## config.mk

```make
export PLATFORM = sky130hd
export DESIGN_NAME = aal1_sn_check
export DESIGN_NICKNAME = d
export VERILOG_FILES = /design/src/rtl/aal1_sn_pkg.sv /design/src/rtl/aal1_sn_decode.sv /design/src/rtl/aal1_sn_seqtrack.sv /design/src/rtl/aal1_sn_check.sv
export SDC_FILE = /design/constraint.sdc
export NUM_CORES = 1
export LEC_CHECK = 0
export BUFFER_PORTS_ARGS = -buffer_cell sky130_fd_sc_hd__buf_2
export CAP_MARGIN = 0
export CORE_ASPECT_RATIO = 0.9
export CORE_MARGIN = 5
export CORE_UTILIZATION = 45
export CTS_CLUSTER_SIZE = 30
export DETAILED_ROUTE_END_ITERATION = 8
export HOLD_SLACK_MARGIN = 0.06
export PLACE_DENSITY = 0.7
export SYNTH_ARGS = -nofsm -noshare
export SYNTH_HDL_FRONTEND = slang
export SYNTH_SLANG_ARGS = --single-unit
```

## constraint.sdc

```tcl
create_clock -name clk -period 1.5 [get_ports clk]
set_input_delay 0.15 -clock clk [delete_from_list [all_inputs] [get_ports clk]]
set_output_delay 0.15 -clock clk [all_outputs]
set_load 0.05 [all_outputs]
```

## src/rtl/aal1_sn_pkg.sv

```systemverilog
package aal1_sn_pkg;

    localparam int SN_W   = 4;
    localparam int CNT_W  = SN_W - 1;
    localparam int CRC_W  = 3;
    localparam int CW_W   = SN_W + CRC_W;
    localparam int HDR_W  = CW_W + 1;

    typedef enum logic {
        MODE_REPAIR = 1'b0,
        MODE_GUARD  = 1'b1
    } sn_mode_e;

    typedef enum logic [1:0] {
        ERR_NONE   = 2'd0,
        ERR_SINGLE = 2'd1,
        ERR_MULTI  = 2'd2
    } err_class_e;

    typedef struct packed {
        sn_mode_e           mode;
        logic               stb;
        logic               ok;
        logic               fixed;
        logic               ind;
        logic [CNT_W-1:0]   cnt;
    } chk_state_t;

    typedef struct packed {
        logic               have_ref;
        logic [CNT_W-1:0]   last;
        logic               err;
    } seq_state_t;

    // Remainder of a codeword-width polynomial divided by the generator.
    function automatic logic [CRC_W-1:0] cw_remainder(input logic [CW_W-1:0] cw,
                                                      input logic [CRC_W:0]  gen);
        logic [CW_W-1:0] r;
        r = cw;
        for (int i = CW_W - 1; i >= CRC_W; i--) begin
            if (r[i]) r = r ^ (CW_W'(gen) << (i - CRC_W));
        end
        return r[CRC_W-1:0];
    endfunction

endpackage

```

## src/rtl/aal1_sn_decode.sv

```systemverilog
module aal1_sn_decode
    import aal1_sn_pkg::*;
#(
    parameter logic [CRC_W:0] GEN_POLY = 4'b1011
) (
    input  logic [HDR_W-1:0] hdr,
    output err_class_e       cls,
    output logic [SN_W-1:0]  sn_fix
);

    logic [CRC_W-1:0] syn;
    logic             par_bad;
    logic [SN_W-1:0]  hit;

    assign syn     = cw_remainder(hdr[HDR_W-1 -: CW_W], GEN_POLY);
    assign par_bad = ^hdr;

    // One syndrome comparator per sequence-field bit; check-bit flips need no repair.
    for (genvar j = 0; j < SN_W; j++) begin : g_pos
        localparam logic [CRC_W-1:0] POS_SYN =
            cw_remainder(CW_W'(1) << (j + CRC_W), GEN_POLY);
        assign hit[j] = (syn == POS_SYN);
    end

    assign sn_fix = hdr[HDR_W-1 -: SN_W] ^ hit;

    always_comb begin
        if (!par_bad && (syn == '0)) cls = ERR_NONE;
        else if (par_bad)            cls = ERR_SINGLE;
        else                         cls = ERR_MULTI;
    end

endmodule

```

## src/rtl/aal1_sn_seqtrack.sv

```systemverilog
module aal1_sn_seqtrack
    import aal1_sn_pkg::*;
(
    input  logic             clk,
    input  logic             rst_n,
    input  logic             acc,
    input  logic [CNT_W-1:0] cnt,
    output logic             seq_err
);

    seq_state_t       st_d, st_q;
    logic [CNT_W-1:0] want;

    always_comb begin
        st_d     = st_q;
        st_d.err = 1'b0;
        want     = st_q.last + 1'b1;
        if (acc) begin
            st_d.err      = st_q.have_ref && (cnt != want);
            st_d.have_ref = 1'b1;
            st_d.last     = cnt;
        end
    end

    always_ff @(posedge clk or negedge rst_n) begin
        if (!rst_n) st_q <= '0;
        else        st_q <= st_d;
    end

    assign seq_err = st_q.err;

    p_no_flag_without_accept_r8: assert property (@(posedge clk) disable iff (!rst_n)
        !acc |=> !seq_err);
    p_first_accept_quiet_r8: assert property (@(posedge clk) disable iff (!rst_n)
        (acc && !st_q.have_ref) |=> !seq_err);
    p_in_order_quiet_r7: assert property (@(posedge clk) disable iff (!rst_n)
        (acc && st_q.have_ref && (cnt == want)) |=> !seq_err);

endmodule

```

## src/rtl/aal1_sn_check.sv

```systemverilog
module aal1_sn_check
    import aal1_sn_pkg::*;
#(
    parameter logic [CRC_W:0] GEN_POLY = 4'b1011
) (
    input  logic             clk,
    input  logic             rst_n,
    input  logic             in_stb,
    input  logic [HDR_W-1:0] in_hdr,
    output logic             o_stb,
    output logic             o_ok,
    output logic             o_fixed,
    output logic             o_ind,
    output logic [CNT_W-1:0] o_cnt,
    output logic             o_seq_err
);

    err_class_e      cls;
    logic [SN_W-1:0] sn_fix;
    logic            accept;
    chk_state_t      st_d, st_q;

    aal1_sn_decode #(.GEN_POLY(GEN_POLY)) u_decode (
        .hdr    (in_hdr),
        .cls    (cls),
        .sn_fix (sn_fix)
    );

    always_comb begin
        accept = in_stb && ((cls == ERR_NONE) ||
                            ((cls == ERR_SINGLE) && (st_q.mode == MODE_REPAIR)));
        st_d       = st_q;
        st_d.stb   = in_stb;
        st_d.ok    = accept;
        st_d.fixed = accept && (cls == ERR_SINGLE);
        if (accept) begin
            st_d.ind = sn_fix[SN_W-1];
            st_d.cnt = sn_fix[CNT_W-1:0];
        end
        if (in_stb) begin
            st_d.mode = (cls == ERR_NONE) ? MODE_REPAIR : MODE_GUARD;
        end
    end

    always_ff @(posedge clk or negedge rst_n) begin
        if (!rst_n) st_q <= '0;
        else        st_q <= st_d;
    end

    aal1_sn_seqtrack u_seq (
        .clk     (clk),
        .rst_n   (rst_n),
        .acc     (accept),
        .cnt     (sn_fix[CNT_W-1:0]),
        .seq_err (o_seq_err)
    );

    assign o_stb   = st_q.stb;
    assign o_ok    = st_q.ok;
    assign o_fixed = st_q.fixed;
    assign o_ind   = st_q.ind;
    assign o_cnt   = st_q.cnt;

    p_idle_flags_low_r2: assert property (@(posedge clk) disable iff (!rst_n)
        !o_stb |-> (!o_ok && !o_fixed && !o_seq_err));
    p_clean_accepted_r3: assert property (@(posedge clk) disable iff (!rst_n)
        (in_stb && cls == ERR_NONE) |=> (o_ok && !o_fixed && st_q.mode == MODE_REPAIR));
    p_error_enters_guard_r4: assert property (@(posedge clk) disable iff (!rst_n)
        (in_stb && cls != ERR_NONE) |=> (st_q.mode == MODE_GUARD));
    p_multi_rejected_r5: assert property (@(posedge clk) disable iff (!rst_n)
        (in_stb && cls == ERR_MULTI) |=> (o_stb && !o_ok));
    p_guard_rejects_r6: assert property (@(posedge clk) disable iff (!rst_n)
        (in_stb && st_q.mode == MODE_GUARD && cls != ERR_NONE) |=> (o_stb && !o_ok));
    p_fixed_means_ok_r4: assert property (@(posedge clk) disable iff (!rst_n)
        o_fixed |-> o_ok);
    p_seq_on_accept_r7: assert property (@(posedge clk) disable iff (!rst_n)
        o_seq_err |-> o_ok);
    p_fields_hold_r10: assert property (@(posedge clk) disable iff (!rst_n)
        !accept |=> ($stable(o_cnt) && $stable(o_ind)));

endmodule

```

==> results summary, run 1 <==
The run finished with clean final reports. The die is 48 um tall. The number of storage elements in the synthesis netlist is 10. The final layout contains 115 nets. The warning count from the yosys run is 0. The wire length of the first global-routing pass is 2500 um. The required time of the worst setup path came out at 1.65 ns. The net switching power is 0.000624 W. The total grt overflow is 0.

The clock network power share came out at 16.9%. Measured against its own limit, the worst slew margin works out to between 80% and 90%. The vias after detailed routing came out at 616. The internal portion of the total power is 0.000820 W. The worst clock skew came out at 0.00881 ns. The post-synthesis instance total came out at 76. The insertion delay to the later sink of the worst-skew pair came out at around 0.27 ns. The worst setup path is launched from an input port. For the worst setup path, the data arrival time is 1.60 ns.

CTS built an H-tree with a depth of 1. Across the run, the number of max-cap violations was 0. Derived from the worst setup path, the maximum achievable clock frequency is just under 700 MHz.

The area occupied by registers is 250 um2. Summing every instance area after synthesis gives 722 um2. In the layout the commonest cells are buf_2 (15), dfrtp_1 (10), buf_4 (9), xnor2_1 (8), nand2_1 (6).

The slew at the pin with the worst max-slew slack came out at 0.294 ns. The number of core rows is 13. The final-report max-slew violation count came to 0. The combined area of the multi-input logic cells came out at 571 um2. The total number of clock tree sinks came out at 10. The total core area came out at 0.00148 mm2. The post-detailed-route via-to-cell ratio came out at around 5.0. The worst setup path is captured at a flip-flop. The layout overhead on the synthesized area came out at 52.7%. CTS placed an instance of clkbuf_4 at the clock tree root. The die area is 0.00251 mm2. The critical path goes through buf_2 > xor2_4 > or3_1 > a21oi_2 > o21ai_4 > mux2_4. Counting the buffers created by CTS gives 3. The fraction of power consumed by sequential logic came out at a little over a quarter. The first TritonRoute pass finished after 4 iterations. During I/O placement, the number of pins put on the boundary was 19. The wire length per cell came out at roughly 13 um.

The proportion of synthesized chip area in sequential cells came out at 34.7%. The number of different library cells used by synthesis comes to 25. For this run, the total global-route usage over all layers was measured as between 10% and 20%. Fill cells in the final layout number between 100 and 150.

The final wirelength came out at 1660 um. In the post-route analysis, the smallest setup slack over all paths is 0.0466 ns. The largest single stage delay on the critical path is about 0.39 ns. Once placement completed, the tool counted placed cells totaling around 120. The maximum number of pins on one net before global-route repair came out at 11. The class of the worst hold path is in -> reg. Once layout is complete, the utilization of the core stands at 74.5%. The maximum fanout along the worst path is 7. The portion of the clock cycle consumed by the worst path in the final layout came out at between 90 and 100%. Clock-pin slew was measured on the worst setup and hold paths at 0.06 ns. The floorplan step set the die width to 52.2 um.

The number of DRC violations after detailed-routing iteration 0 is 5. The number of hold violations in the final report came out at 0. The initial core utilization is 48.8%. Setup repair after global routing could not meet its margin everywhere. The clock tree from TritonCTS is done. The clock period minus final worst setup slack is 1.45 ns.

The synthesized area per cell came out at about 9.5 um2. The diode insertion count for antenna repair came out at 0. The final instance count without filler cells came out at approximately 120. Leaving out fill and tap cells, the most frequent cell in the layout is buf_2.

Counting along the longest clock path gives a buffer depth of 2. Setup violations remaining at the end of the flow were counted as 0. The critical path class is in -> reg. Net switching is between 40% and 50% of the power. The worst IR drop on VDD is 0.00103 V. The power density normalized to cell area is 1310 mW/mm2. The number of remaining DRC errors is 0. The tightest hold path in the finished design has a slack of around 0.076 ns.

For this design, the slowest cell found on the critical path is or3_1. Once detailed placement completed, the half-perimeter wirelength came to 1220 um. The combinational group share of total power is 56.5%.

The initial antenna violation count was 0. Cells with a size suffix above 1 make up 51.0% of the layout. The via count of the first global-routing pass came out at around 590.

The worst setup slack before clock tree synthesis is -0.253 ns. The number of nets in the synthesized netlist came out at 88. The port buffer count is 18.

The number of nets with antenna violations after routing came out at 0. The global placer's final weighted congestion came out at 0.742. The static leakage power came out at 0.497 nW.
-- worst max-delay path, delay by kind of cell --
family / cells / cell delay (ns)
AO/OA/AOI/OAI: 2 / 0.35
XOR/XNOR: 1 / 0.22
buffers and inverters: 1 / 0.17
multiplexers: 1 / 0.31
AND/OR/NAND/NOR: 1 / 0.39
-- cell type report --
cell class / instances / share of cell area, %
Multi-Input combinational cell: 55 / 51.8
Sequential cell: 10 / 22.7
Timing Repair Buffer: 29 / 18.4
Clock buffer: 4 / 3.29
Tap cell: 22 / 2.50
Inverter: 4 / 1.36
-- path summary, 6_finish.rpt --
path	start	endpoint	slack, ns	cells after the start
max	in_hdr[5]	u_seq.st_q[1]$_DFFE_PN0P_	0.05	6
min	in_stb	o_stb$_DFF_PN0_	0.08	1
max reg2reg	u_seq.st_q[1]$_DFFE_PN0P_	u_seq.seq_err$_DFF_PN0_	0.23	4
min reg2reg	u_seq.st_q[4]$_DFFE_PN0P_	u_seq.st_q[4]$_DFFE_PN0P_	0.46	2
max in group asynchronous	rst_n	u_seq.st_q[1]$_DFFE_PN0P_	1.05	2
min in group asynchronous	rst_n	u_seq.st_q[4]$_DFFE_PN0P_	0.26	2
-- kinds of logic (layout without fill, tap and decap cells) --
group,Yosys count,after routing,share of synthesized area [%]
flip-flops,10,10,34.7
AND/OR/NAND/NOR,16,16,10.9
XOR/XNOR,17,17,21.7
adder cells (fa/ha/maj),1,1,1.73
buffers and inverters,11,37,9.18
multiplexers,5,5,7.80
AO/OA/AOI/OAI,16,16,14.0
-- per-stage QoR --
stage	power (W)	TNS, ns	cell area, um2
floorplan	0.00104	-0.161	862
global placement	0.00114	-1.04	977
detailed placement	0.00115	-1.16	977
CTS	0.00141	0	1020
global route	0.00152	-0.0597	1100
finish	0.00144	0	1100
-- power groups by stage --
stage               Sequential, W  Clock [W]  Combinational, W
floorplan                0.000453          0          0.000585
global placement         0.000385          0          0.000753
detailed placement       0.000387          0          0.000765
CTS                      0.000383   0.000248          0.000777
global route             0.000394   0.000261          0.000867
finish                   0.000384   0.000243          0.000816
-- state kept, by name, indices dropped and copies added, names as in the netlist --
register       flops
u_seq.seq_err      1
o_fixed            1
u_seq.st_q         4
st_q               1
o_stb              1
o_ind              1
o_ok               1
-- layer usage --
metal  share of wire [%]  routed length [um]  track usage [%]  up-vias
met4                   0                   0             4.59        0
met3                 5.7                  95             4.98        0
met1                  42                 698             15.6      291
met2                  52                 866             25.8       17
li1                    -                   -                -      308
met5                   0                   0                0        -
-- cells in the mapped netlist (all sizes together) --
| library cell | n | share of area (%) |
|---|---|---|
| a211oi | 1 | 1.0 |
| a21oi | 6 | 4.2 |
| a311oi | 1 | 1.2 |
| and2 | 2 | 1.7 |
| buf | 7 | 7.1 |
| dfrtp | 10 | 35 |
| ha | 1 | 1.7 |
| inv | 4 | 2.1 |
| mux2 | 5 | 7.8 |
| nand2 | 6 | 3.1 |
| nand3 | 3 | 2.1 |
| nor2 | 2 | 1.4 |
| o21a | 1 | 1.0 |
| o21ai | 4 | 3.3 |
| o22a | 1 | 1.2 |
| o22ai | 1 | 0.87 |
| o32ai | 1 | 1.2 |
| or3 | 3 | 2.6 |
| xnor2 | 12 | 16 |
| xor2 | 5 | 6.1 |
-- what timing repair did --
action / CTS / global route
gates resized for setup: 0 / 14
endpoints found under the setup margin: 0 / 3
hold buffers: 1 / 0
buffers inserted: 0 / 2
hold endpoints to repair: 10 / 0
No activity file was read; power rests on OpenSTA's default activity.
==> run 2: changes to the inputs <==
--- a/config.mk
+++ b/config.mk
@@ -13,7 +13,7 @@
 export CTS_CLUSTER_SIZE = 30
 export DETAILED_ROUTE_END_ITERATION = 8
 export HOLD_SLACK_MARGIN = 0.06
-export PLACE_DENSITY = 0.7
+export PLACE_DENSITY = 0.73
 export SYNTH_ARGS = -nofsm -noshare
 export SYNTH_HDL_FRONTEND = slang
 export SYNTH_SLANG_ARGS = --single-unit
==> constraint.sdc (replaced) <==
create_clock -name clk -period 1.2 [get_ports clk]
set_input_delay 0.12 -clock clk [delete_from_list [all_inputs] [get_ports clk]]
set_output_delay 0.12 -clock clk [all_outputs]
set_load 0.05 [all_outputs]
==> run 2 against run 1 <==
The run now ends with negative setup slack left. Sequential share of layout area shrank 3.1 points. Global-route usage grew 5.5 points. Non-clock buffer count grew 5. Sequential cell count is the same. First-iteration DRC count grew 100%. Combinational power grew 47%. Clock-buffer cell count is the same. Design area grew 16%.
==> results summary, run 2 (synthesized netlist as in run 1, its figures left out) <==
The die area came out at 0.00251 mm2 (unchanged). u_seq.st_q holds more flip-flops than any other register. The port buffer count is 18 (unchanged). The critical path is of the in -> reg type. The post-route cell area is 0.00127 mm2 (+16%).

The required time of the worst setup path came to 1.37 ns (-0.28 ns). The total grt overflow came out at 0 (unchanged). The data arrival time of the worst path is 1.54 ns (-0.06 ns). STA classifies the critical path endpoint as a flip-flop. The number of flip-flops in the largest register is 4 (unchanged). The global routing usage summed across all routing layers came to 19.6% (+5.5 points).

The worst setup slack after layout is -0.165 ns (-0.212 ns). Of the available clock period, the critical path in the final layout requires 114%. The number of buffer and inverter stages on the critical path is 3 (+2). The worst clock skew is 0.00929 ns (+0.000479 ns). Leaving out fill and tap cells, the most frequent cell in the layout is buf_4. The maximum fanout along the worst path came to 6 (-1). For this run, the top clock speed supported by timing is 733 MHz.

Setup repair after global routing could not meet its margin everywhere. The static leakage power is 0.562 nW (+13%). In the layout the commonest cells are buf_4 (12), buf_2 (11), dfrtp_1 (10), xnor2_1 (6), nand2_1 (6). The maximum single-stage delay on the critical path is 0.25 ns (-0.14 ns). The via count of the first global-routing pass is 740 (+25%). TritonCTS built the clock tree. The layout overhead on the synthesized area came out at 76.6%.

The wire length per cell came out at 17.5 um (+31%). The run finished, with violations left. The clock-pin transition on the worst setup and hold timing paths came out at 0.07 ns (about the same). The chip width is 52.2 um (unchanged). The number of failing setup endpoints in the final timing report came out at 5 (+5).

In this run the critical register-to-register path is captured at u_seq.seq_err$_DFF_PN0_. The wire length of the first global-routing pass came out at 3480 um (+39%). The number of hold violations in the final report came out at 0 (unchanged). The post-detailed-route via-to-cell ratio is 5.28 (+6.4%).

The insertion delay to the later sink of the worst-skew pair came out at 0.29 ns (+0.02 ns). The final-report max-slew violation count came out at 0 (unchanged). The checks that failed: negative setup slack.

The number of core rows was 13 (unchanged). The worst reg2reg path startpoint is u_seq.st_q[1]$_DFFE_PN0P_. The global placer's final weighted congestion is 0.789 (+6.3%). The detailed-router iteration count before antenna repair was 4 (unchanged).

The cell depth of the worst flop-to-flop path came out at 4 (unchanged). STA classifies the critical path startpoint as an input port. The initial core utilization is 48.8% (unchanged). The height of the die is 48 um (unchanged).

The slew at the pin with the worst max-slew slack came out at 0.302 ns (+0.00802 ns). The detailed placer's ending HPWL is 1380 um (+13%). The worst IR drop on VDD came out at 0.00126 V (+22%). The vias after detailed routing came out at 687 (+12%). The maximum number of pins on one net before global-route repair came to 11 (unchanged). The initial antenna violation count is 0 (unchanged).

The total clock buffers created by CTS is 3 (unchanged). The number of fillers in the final layout is 72 (-30%). The number of nets with antenna violations after routing came to 0 (unchanged). The worst hold path belongs to the class in -> async. The worst relative slew slack is 79.8% (-0.54 points).

The number of remaining DRC errors came to 0 (unchanged). The number of DRC violations after detailed-routing iteration 0 is 10 (+5). The final layout net count was 121 (+5.2%).

Tracing the worst setup path back leads to its startpoint at in_hdr[5]. The worst reg-to-reg setup slack came out at -0.11 ns (-0.34 ns). Among cell families on the critical path, the largest total delay comes from compound AO/OA/AOI/OAI gates. The cell that appears most often on the critical path is xnor2_4. The tree is rooted in a clkbuf_4. The reported max-cap violation count came to 0 (unchanged). The H-tree depth came to 1 (unchanged). The critical path goes through buf_12 > xnor2_4 > xnor2_4 > buf_6 > buf_4 > a211oi_2 > o22a_1 > xnor2_1 > a311oi_1. The worst-case hold slack is 0.219 ns (+0.143 ns). The cell area after placement was 980 um2 (+0.26%). The final wirelength came out at 2280 um (+37%). The combined area of the multi-input logic cells is 649 um2 (+14%). The total number of clock tree sinks came out at 10 (unchanged). The clock period minus final worst setup slack is 1.37 ns. The fraction of final layout cells sized beyond drive strength 1 came out at 56.5% (+5.5 points). The total core area is 0.00148 mm2 (unchanged). The power density normalized to cell area was 1570 mW/mm2 (+20%).

The count of pins on the block boundary is 19 (unchanged). The slowest stage of the critical path belongs to the cell a311oi_1. The area occupied by registers came out at 250 um2 (unchanged). The diode insertion count for antenna repair is 0 (unchanged). The number of buffers on the longest clock path was 2 (unchanged).
[run 2: cell types whose count changed in the layout (fill, tap and decap cells not counted), sizes merged]
cell	before	now
buf	27	31
dlygate4sd3	1	2
xor2	5	6
[run 2: timing repair]
item | CTS | global route
buffers inserted | 3 | 1
pin swaps | 13 | 10
setup endpoints to repair | 5 | 8
gates resized for setup | 30 | 8
gates cloned | 1 | 0
hold buffers | 2 | 0
endpoints found under the hold margin | 11 | 0
[run 2: metal layers]
layer	GRT usage, %	up-vias	share of wire, %
met1	23.4	342	42
li1	-	316	-
met4	1.53	0	1.6
met5	0	-	0
met3	5.61	5	4.1
met2	37.1	24	52
[run 2: area by class of cell]
cell class | instances | share of cell area (%)
Sequential cell | 10 | 19.6
Inverter | 4 | 1.18
Clock buffer | 4 | 2.85
Timing Repair Buffer | 34 | 23.3
Tap cell | 22 | 2.16
Multi-Input combinational cell | 56 | 50.9
[run 2: per-stage QoR]
step                utilization [%]  setup TNS [ns]  setup slack, ns  instances  power (W)
global placement               66.2           -2.89           -0.486        119    0.00145
finish                         86.1          -0.671           -0.165        130    0.00200
detailed placement             66.2           -3.39           -0.554        119    0.00147
global route                   86.1           -1.02           -0.251        130    0.00208
CTS                            83.2          -0.608           -0.135        129    0.00191
floorplan                         -           -1.54           -0.371         76    0.00130
[run 2: report_power, final]
group	internal, W	switching [W]	total, W
Combinational	0.000526	0.000673	0.00120
Sequential	0.000417	0.0000634	0.000481
Clock	0.000185	0.000138	0.000324
Total	0.00113	0.000875	0.00200
[run 2: worst max path at each step]
stage,to,cells after the start
6_report,u_seq.seq_err$_DFF_PN0_,9
3_3_place_gp,u_seq.st_q[2]$_DFFE_PN0P_,6
3_5_place_dp,u_seq.st_q[3]$_DFFE_PN0P_,7
2_1_floorplan,u_seq.seq_err$_DFF_PN0_,8
4_1_cts,u_seq.st_q[3]$_DFFE_PN0P_,6
5_1_grt,u_seq.seq_err$_DFF_PN0_,9
[run 2: worst register-to-register path, cell delays in order, from the launching register on]
cell      delay, ns
dfrtp_1        0.41
ha_1           0.22
xor2_1         0.17
xnor2_1        0.14
a311oi_1       0.25
==> run 3: changes to the inputs <==
--- a/config.mk
+++ b/config.mk
@@ -9,11 +9,11 @@
 export CAP_MARGIN = 0
 export CORE_ASPECT_RATIO = 0.9
 export CORE_MARGIN = 5
-export CORE_UTILIZATION = 45
+export CORE_UTILIZATION = 50
 export CTS_CLUSTER_SIZE = 30
 export DETAILED_ROUTE_END_ITERATION = 8
 export HOLD_SLACK_MARGIN = 0.06
-export PLACE_DENSITY = 0.73
+export PLACE_DENSITY = 0.76
 export SYNTH_ARGS = -nofsm -noshare
 export SYNTH_HDL_FRONTEND = slang
 export SYNTH_SLANG_ARGS = --single-unit
==> constraint.sdc (replaced) <==
create_clock -name clk -period 1.45 [get_ports clk]
set_input_delay 0.145 -clock clk [delete_from_list [all_inputs] [get_ports clk]]
set_output_delay 0.145 -clock clk [all_outputs]
set_load 0.05 [all_outputs]
==> run 3 against run 2 <==
Combinational power decreased by 28%. Global-route usage is 5.1 points lower. Routed wire length decreased by 31%. Critical path type unchanged. Design area down 10%. Largest cell class unchanged. Via count decreased by 7.9%. The flow still finishes with violations (negative setup slack). Total power shrank 28%. Critical path depth is 2 lower. Sequential cell count unchanged. Clock power shrank 45%. Register-to-register slack improved by 0.28 ns.
==> results summary, run 3 (synthesized netlist as in run 1, its figures left out) <==
The flow ran to the end, but the final reports show violations. The checks that failed: negative setup slack. The vias after detailed routing is 633 (-7.9%).

The fmax is 685 MHz. The diode insertion count for antenna repair is 0 (unchanged). The H-tree depth is 1 (unchanged). The total grt overflow is 0 (unchanged).

The global routing usage summed across all routing layers came out at 14.5% (-5.1 points). The met1 track demand over resource in global routing came out at 14.7% (-8.7 points). The met2 global-route usage came out at 28.8% (-8.3 points).

The fraction of power consumed by sequential logic is 28.0% (+4.0 points). Ranked by flip-flop count, first place goes to u_seq.st_q. The switching part of the total is 44.2% (+0.48 points).

The maximum fanout along the worst path came out at 7 (+1). The sum of negative setup slack came out at -0.00908 ns (+0.661 ns). The number of buffers on the longest clock path came out at 2 (unchanged). The worst IR drop on VDD came out at 0.000628 V (-50%). The top cell types in the final layout, fill and taps aside, are buf_4 (16), buf_2 (12), dfrtp_1 (10), xnor2_1 (6), nand2_1 (6). TritonCTS built the clock tree.

The final wirelength is 1570 um (-31%). The tree is rooted in a clkbuf_4. The number of fillers in the final layout came to 86 (+19%). The wire length per cell came out at 12.8 um (-27%).

The insertion delay to the later sink of the worst-skew pair is 0.25 ns (-0.04 ns). Counting instances, the worst hold path has a depth of 1. The chip width is 50.1 um (-4.1%). The maximum number of pins on one net before global-route repair came out at 11 (unchanged).

The fraction of final layout cells sized beyond drive strength 1 is 55.1% (-1.3 points). The height of the die came out at 46.1 um (-4.1%). The post-detailed-route via-to-cell ratio came out at 5.19 (-1.8%).

The die area is 0.00231 mm2 (-8.0%). The final-report max-slew violation count was 0 (unchanged). The worst clock skew is 0.00474 ns (-0.00456 ns). The number of flip-flops in the largest register is 4 (unchanged). The worst relative slew slack is 81.5% (+1.7 points).

The number of nets with antenna violations after routing came out at 0 (unchanged). The global placer's final weighted congestion is 0.812 (+3.0%). The instance count after placement with tap cells included is 114 (-4.2%).

The static leakage power came out at 0.527 nW (-6.3%). The commonest non-fill, non-tap cell in the layout is buf_4. STA classifies the critical path startpoint as an input port.

The worst setup slack after layout came out at -0.00908 ns (+0.156 ns). The layout overhead on the synthesized area is 58.4%. The data arrival time of the worst path was 1.62 ns (+0.08 ns). The combinational group share of total power was 59.8% (about the same). Setup repair after global routing could not meet its margin everywhere. The global routing stage identified its most utilized layer as met2. The worst setup slack before clock tree synthesis is -0.305 ns (+0.249 ns). The design internal power is 0.000806 W (-29%). The final layout net count came out at 121 (unchanged).

The slew at the pin with the worst max-slew slack came out at 0.278 ns (-0.0245 ns). The detailed-router iteration count before antenna repair came out at 2 (-2). The critical path is of the in -> reg type.

The via count of the first global-routing pass is 643 (-13%). The global-route met3 utilization came to 1.29% (-4.3 points). The power density normalized to cell area came out at 1260 mW/mm2 (-20%). The portion of the clock cycle consumed by the worst path in the final layout came out at 101%. The total number of clock tree sinks came out at 10 (unchanged). The detailed placer's ending HPWL is 1240 um (-10%).

The net switching power came out at 0.000637 W (-27%). The number of remaining DRC errors is 0 (unchanged). The cell depth of the worst flop-to-flop path came out at 4 (unchanged). Subtracting the final worst setup slack from the clock period gives 1.46 ns. The worst setup path is captured at a flip-flop. The port buffer count came to 18 (unchanged).

The clock network power share came out at 12.3% (-3.9 points). The final instance count without filler cells came out at 122 (-6.2%). The reported max-cap violation count is 0 (unchanged).

The total core area is 0.00140 mm2 (-5.5%). The initial antenna violation count is 0 (unchanged). The number of core rows came out at 13 (unchanged). The total clock buffers created by CTS came to 3 (unchanged).

The wire length of the first global-routing pass was 2580 um (-26%). The initial core utilization is 51.6% (+2.8 points). The number of hold violations in the final report is 0 (unchanged). The clock-pin transition on the worst setup and hold timing paths is 0.06 ns (about the same). The count of pins on the block boundary came out at 19 (unchanged). The number of DRC violations after detailed-routing iteration 0 came to 3 (-7).

In this run the worst hold path is classified as in -> reg. The required time of the worst setup path came out at 1.61 ns (+0.24 ns). The number of failing setup endpoints in the final timing report is 1 (-4).
[run 3: layer usage]
metal	share of wire [%]	wire length, um
met2	55	853
met1	38	600
met3	5.6	88
met5	0	0
met4	1.5	23
[run 3: final timing paths]
| check | startpoint | end | slack [ns] |
|---|---|---|---|
| min | in_stb | o_stb$_DFF_PN0_ | 0.07 |
| min reg2reg | u_seq.st_q[4]$_DFFE_PN0P_ | u_seq.st_q[4]$_DFFE_PN0P_ | 0.47 |
| max reg2reg | u_seq.st_q[1]$_DFFE_PN0P_ | u_seq.seq_err$_DFF_PN0_ | 0.17 |
| max in group asynchronous | rst_n | u_seq.st_q[4]$_DFFE_PN0P_ | 1.00 |
| min in group asynchronous | rst_n | o_stb$_DFF_PN0_ | 0.27 |
| max | in_hdr[1] | u_seq.seq_err$_DFF_PN0_ | -0.009 |
[run 3: power groups by stage]
| stage | Clock, W | Sequential [W] | Combinational, W |
|---|---|---|---|
| after global routing | 0.000203 | 0.000413 | 0.000916 |
| final | 0.000177 | 0.000404 | 0.000862 |
| after global placement | 0 | 0.000405 | 0.000776 |
| after detailed placement | 0 | 0.000409 | 0.000792 |
| after CTS | 0.000180 | 0.000403 | 0.000821 |
| after floorplan | 0 | 0.000469 | 0.000605 |
[run 3: final cells by class]
cell class / instances / area (um2) / share of cell area [%]
Inverter: 4 / 15.0 / 1.31
Sequential cell: 10 / 250 / 21.9
Timing Repair Buffer: 35 / 254 / 22.2
Tap cell: 15 / 18.8 / 1.64
Clock buffer: 3 / 22.5 / 1.97
Multi-Input combinational cell: 55 / 583 / 51.0
[run 3: what timing repair did]
item / in CTS / in global routing
setup endpoints to repair: 1 / 4
setup buffers: 4 / 0
cloned: 0 / 0
pin swaps: 8 / 9
gates resized for setup: 8 / 12
hold buffers: 1 / 0
endpoints found under the hold margin: 10 / 0
[run 3: through the flow]
step	util, %	hold WS, ns	power, W	cell area (um2)
final	81.8	0.0730	0.00144	1140
after global placement	70.5	0.00783	0.00118	986
after detailed placement	70.5	0.00839	0.00120	986
after CTS	77.4	0.0696	0.00140	1080
after global routing	81.8	0.0716	0.00153	1140
after floorplan	-	-0.151	0.00107	862
[run 3: critical path: stages]
cell	delay, ns
clkbuf_4	0.16
xor2_4	0.21
or3_1	0.38
a21oi_2	0.22
o21ai_4	0.13
buf_6	0.14
a311oi_2	0.23
